==> config.mk <==
export PLATFORM = sky130hd
export DESIGN_NAME = sentinel_rx
export DESIGN_NICKNAME = d
export VERILOG_FILES = /design/src/rtl/sentinel_rx_pkg.sv /design/src/rtl/sentinel_rx_sync.sv /design/src/rtl/sentinel_rx_chain.sv /design/src/rtl/sentinel_rx_stretch.sv /design/src/rtl/sentinel_rx.sv
export SDC_FILE = /design/constraint.sdc
export NUM_CORES = 1
export LEC_CHECK = 0
export BUFFER_PORTS_ARGS = -buffer_cell sky130_fd_sc_hd__buf_2
export CELL_PAD_IN_SITES_DETAIL_PLACEMENT = 1
export CELL_PAD_IN_SITES_GLOBAL_PLACEMENT = 2
export CORE_MARGIN = 5
export CORE_UTILIZATION = 31
export CTS_CLUSTER_SIZE = 30
export DETAILED_ROUTE_END_ITERATION = 10
export MAX_ROUTING_LAYER = met4
export PLACE_DENSITY = 0.63
export SYNTH_ARGS = -nofsm -noshare
export SYNTH_HDL_FRONTEND = slang
export SYNTH_SLANG_ARGS = --single-unit
==> constraint.sdc <==
create_clock -name clk_i -period 1.2 [get_ports clk_i]
set_clock_uncertainty 0.05 [all_clocks]
set_input_delay 0.06 -clock clk_i [delete_from_list [all_inputs] [get_ports clk_i]]
set_output_delay 0.06 -clock clk_i [all_outputs]
set_load 0.005 [all_outputs]
==> src/rtl/sentinel_rx_pkg.sv <==
package sentinel_rx_pkg;
  typedef enum logic [1:0] {
    ST_IDLE = 2'd0,
    ST_CAPT = 2'd1,
    ST_CLR  = 2'd2
  } rx_state_e;
endpackage

==> src/rtl/sentinel_rx_sync.sv <==
module sentinel_rx_sync #(
  parameter int unsigned STAGES = 2
) (
  input  logic clk_i,
  input  logic rst_ni,
  input  logic sclk_i,
  input  logic sdata_i,
  output logic rise_o,
  output logic data_o
);
  logic [STAGES-1:0] clk_sync_q, dat_sync_q;
  logic              clk_last_q;

  always_ff @(posedge clk_i or negedge rst_ni) begin
    if (!rst_ni) begin
      clk_sync_q <= '0;
      dat_sync_q <= '0;
      clk_last_q <= 1'b0;
    end else begin
      clk_sync_q <= {clk_sync_q[STAGES-2:0], sclk_i};
      dat_sync_q <= {dat_sync_q[STAGES-2:0], sdata_i};
      clk_last_q <= clk_sync_q[STAGES-1];
    end
  end

  assign rise_o = clk_sync_q[STAGES-1] & ~clk_last_q;
  assign data_o = dat_sync_q[STAGES-1];
endmodule

==> src/rtl/sentinel_rx_chain.sv <==
module sentinel_rx_chain #(
  parameter int unsigned LEN = 8
) (
  input  logic           clk_i,
  input  logic           rst_ni,
  input  logic           shift_i,
  input  logic           bit_i,
  input  logic           clear_i,
  output logic [LEN-1:0] chain_o
);
  logic [LEN-1:0] stage_q;

  always_ff @(posedge clk_i or negedge rst_ni) begin
    if (!rst_ni)      stage_q <= '0;
    else if (clear_i) stage_q <= '0;
    else if (shift_i) stage_q <= {stage_q[LEN-2:0], bit_i};
  end

  assign chain_o = stage_q;
endmodule

==> src/rtl/sentinel_rx_stretch.sv <==
module sentinel_rx_stretch #(
  parameter int unsigned HOLD = 4
) (
  input  logic clk_i,
  input  logic rst_ni,
  input  logic trig_i,
  output logic hold_o
);
  localparam int unsigned CW = $clog2(HOLD + 1);
  logic [CW-1:0] cnt_q;

  always_ff @(posedge clk_i or negedge rst_ni) begin
    if (!rst_ni)             cnt_q <= '0;
    else if (trig_i)         cnt_q <= CW'(HOLD);
    else if (cnt_q != '0)    cnt_q <= cnt_q - 1'b1;
  end

  assign hold_o = (cnt_q != '0);
endmodule

==> src/rtl/sentinel_rx.sv <==
module sentinel_rx
  import sentinel_rx_pkg::*;
#(
  parameter int unsigned CHAIN_LEN   = 8,
  parameter int unsigned HOLD_CYCLES = 4,
  parameter int unsigned SYNC_STAGES = 2
) (
  input  logic                 clk_i,
  input  logic                 rst_ni,
  input  logic                 sclk_i,
  input  logic                 sdata_i,
  output logic [CHAIN_LEN-2:0] word_o,
  output logic                 valid_o,
  output logic                 valid_hold_o,
  output logic                 overrun_o
);
  localparam int unsigned DATA_W = CHAIN_LEN - 1;

  rx_state_e         state_q, state_d;
  logic              rise, sdata_s, busy, shift_en, clear;
  logic [CHAIN_LEN-1:0] chain_q;
  logic [DATA_W-1:0] word_q;
  logic              valid_q, overrun_q;

  sentinel_rx_sync #(.STAGES(SYNC_STAGES)) i_sync (
    .clk_i   (clk_i),
    .rst_ni  (rst_ni),
    .sclk_i  (sclk_i),
    .sdata_i (sdata_i),
    .rise_o  (rise),
    .data_o  (sdata_s)
  );

  // marker in last stage or sequence running: chain is frozen
  assign busy     = (state_q != ST_IDLE) | chain_q[CHAIN_LEN-1];
  assign shift_en = rise & ~busy;
  assign clear    = (state_q == ST_CLR);

  sentinel_rx_chain #(.LEN(CHAIN_LEN)) i_chain (
    .clk_i   (clk_i),
    .rst_ni  (rst_ni),
    .shift_i (shift_en),
    .bit_i   (sdata_s),
    .clear_i (clear),
    .chain_o (chain_q)
  );

  always_comb begin
    state_d = state_q;
    unique case (state_q)
      ST_IDLE: if (chain_q[CHAIN_LEN-1]) state_d = ST_CAPT;
      ST_CAPT: state_d = ST_CLR;
      ST_CLR:  state_d = ST_IDLE;
      default: state_d = ST_IDLE;
    endcase
  end

  always_ff @(posedge clk_i or negedge rst_ni) begin
    if (!rst_ni) begin
      state_q   <= ST_IDLE;
      word_q    <= '0;
      valid_q   <= 1'b0;
      overrun_q <= 1'b0;
    end else begin
      state_q <= state_d;
      valid_q <= (state_q == ST_CAPT);
      if (state_q == ST_CAPT) word_q <= chain_q[DATA_W-1:0];
      if (rise && busy)       overrun_q <= 1'b1;
    end
  end

  sentinel_rx_stretch #(.HOLD(HOLD_CYCLES)) i_stretch (
    .clk_i  (clk_i),
    .rst_ni (rst_ni),
    .trig_i (state_q == ST_CAPT),
    .hold_o (valid_hold_o)
  );

  assign word_o    = word_q;
  assign valid_o   = valid_q;
  assign overrun_o = overrun_q;
endmodule

==> out/metrics.yaml <==
global_route:
  grt_first_pass_wirelength_mm: 3.26
  antenna_found_initial: 0
  track_usage: 0.101
  grt_pass1_vias: 681
  grt_max_degree: 28
  grt_overflow: 0
synthesis:
  synth_top_area_share: 0.647
  synth-seq-area-share: 0.647
  synthArstFlopShare: 1.00
  syn_nets: 75
  synth_top_family_by_area: "multiplexers"
  avgSynthCellArea_sq_um: 15.1
  synth.area.top_cells: "dfrtp_1 65%, mux2_4 10%, a22o_1 5.9%"
  synth_common_cells: "27 x dfrtp_1, 7 x a22o_1, 7 x mux2_4, 6 x inv_1, 3 x nor2_1"
  synth_seq_cells: 27
  ys_warn_count: 0
  synthXorXnorAreaFrac: 0.00839
  netlist_instances: 69
  ys_types: 20
  synth_edf_count: 0
  yosys.area_share.simple: 0.0707
  ys.flop_type: "dfrtp_1"
  yosysMostFrequentCell: "dfrtp_1"
  yosysTopAreaCell: "dfrtp_1"
  syn-cell-area_sq_um: 1040
  synthMuxAreaShare: 0.110
  synthAdderAreaFrac: 0.0240
  synth-compound-area-share: 0.0959
sta:
  fin_crit_sh: 1.04
  max_freq_mhz: 798
  grt_setup_unrepaired: "yes"
  timing.final.max_slew_violations: 0
  tightest_slew_ns: 0.584
  relSlewSlack: 0.611
  finalSetupTns_ns: -0.0618
  setup_viol: 3
  fin_crit_ns: 1.25
  hold_viol: 0
  layout_setup_ws_ns: -0.0523
  hold_slack_ns: 0.197
place:
  dpl_worst_slack_ns: -0.115
  gp_congestion: 0.668
  hpwl_mm: 1.26
  placed_area_sq_um: 1190
  port_buffers: 13
cts:
  cts_tree: "done"
  cts-root-buf: "clkbuf_4"
  cts.sinks: 27
  clock_latency_ns: 0.33
  htree_levels: 1
  clkTransAtPathRegs_ns: 0.15
  clock_path_buffers: 2
  cts_made_buffers: 3
floorplanning:
  fp.dieArea_sq_um: 4630
  fp-row-count: 21
  initial_utilization: 0.315
  core_area_sq_um: 3310
  fp.dieH_um: 68.0
  dieWidth_um: 68.0
  num_io_pins: 14
route:
  drt_wl_total_mm: 1.93
  ant_nets: 0
  drc_errors: 0
  via_per_inst: 4.44
  drt-pass1-iter-count: 2
  num_vias: 653
  drt_first_iter_violations: 25
  detail_route.wl_per_cell_um: 13.1
layout:
  antenna_cells: 0
  nNetsFinal: 108
  syn_to_final_growth_pct: 31.5
  final_area_sq_um: 1370
  fin_util: 0.415
  drive_gt1_frac: 0.495
run_status:
  violations: "setup timing"
  status: "finished with violations"
setup_path:
  critPathRequiredTime_ns: 1.09
  max_stage_delay_ns: 0.42
  cp.arrival_ns: 1.14
  reg2reg_from: "i_chain.chain_o[7]"
  cp_cell_sequence: "inv_2, ha_4, nand2b_4, buf_6"
  crit_buf_inv: 2
  r2r-end: "i_chain.chain_o[1]"
  r2r_cells: 3
  path_class: "reg2out"
  endpoint_kind: "primary output"
  path_delay_family: "flip-flops"
  path_max_fanout: 2
  startpoint_type: "flop"
  rrSetupSlack_ns: 0
  slowest_stage: "dfrtp_1"
power:
  peakVddDrop_uv: 963
  power.leakage_uw: 0.000707
  power_density_nw_per_um2: 2370
job:
  maxCapViolations: 0
worst_hold_path:
  hold_class: "in2async"
## through the flow
| step | instances | power [uW] |
|---|---|---|
| floorplan | 69 | 2100 |
| global route | 147 | 3490 |
| CTS | 145 | 3140 |
| finish | 147 | 3250 |
| global placement | 130 | 2420 |
| detailed placement | 130 | 2460 |
## cells by family after synthesis
group / Yosys count
XOR/XNOR: 1
AO/OA/AOI/OAI: 12
adder cells (fa/ha/maj): 2
buffers and inverters: 8
flip-flops: 27
AND/OR/NAND/NOR: 11
multiplexers: 8
## state kept, by name (all words and copies together) (netlist names)
name / flops
valid_o: 1
i_sync.clk_last_q: 1
state_q: 2
i_chain.chain_o: 8
overrun_o: 1
i_sync.clk_sync_q: 2
i_sync.dat_sync_q: 2
word_o: 7
i_stretch.cnt_q: 3
## repair_timing
item                                    in CTS  in global routing
resized for setup                            7                  5
hold buffers                                 3                  0
hold endpoints to repair                    29                  0
pin swaps                                    8                  7
setup buffers                                8                  2
endpoints found under the setup margin      16                 10
## power by group
group	internal (uW)	switching (uW)
Sequential	1220	238
Clock	128	271
Combinational	901	495
Total	2240	1000
## layout make-up
cell class	instances	area (sq um)
fillers	368	1940
flip-flops and latches	27	678
multi-input cells	34	365
repair buffers	30	219
well taps	46	57.6
clock buffers	3	22.5
inverters	6	22.5
clock inverters	1	7.51
## layout by cell type (no fill, tap or decap), drive strengths merged
master       instances
dfrtp               27
buf                 27
mux2                 7
a22o                 7
inv                  6
nor2                 3
clkbuf               3
dlygate4sd3          3
nand2b               2
nor3b                2
ha                   2
mux2i                1
nand2                1
or2b                 1
nor3                 1
o21bai               1
a41oi                1
a21oi                1
nor2b                1
o21ai                1
a211oi               1
xnor2                1
clkinvlp             1
## worst max path at each step
stage | startpoint | to | slack (ns) | cells past startpoint
after detailed placement | i_sync.clk_sync_q[1] | i_chain.chain_o[5] | -0.11 | 3
after floorplan | state_q[1] | word_o[0] | 0.05 | 3
after global placement | i_sync.clk_sync_q[1] | i_chain.chain_o[1] | -0.09 | 3
after CTS | i_stretch.cnt_q[1] | valid_hold_o | -0.06 | 4
final | i_stretch.cnt_q[1] | valid_hold_o | -0.05 | 4
after global routing | i_stretch.cnt_q[1] | valid_hold_o | -0.12 | 4
## metal layers
metal	global-route usage	vias to the layer above	part of all wire
li1	-	302	-
met1	0.112	335	0.41
met2	0.165	12	0.53
met3	0.0394	4	0.041
met4	0.0372	0	0.016
met5	-	-	0
Power figures use the tool's default switching activity.
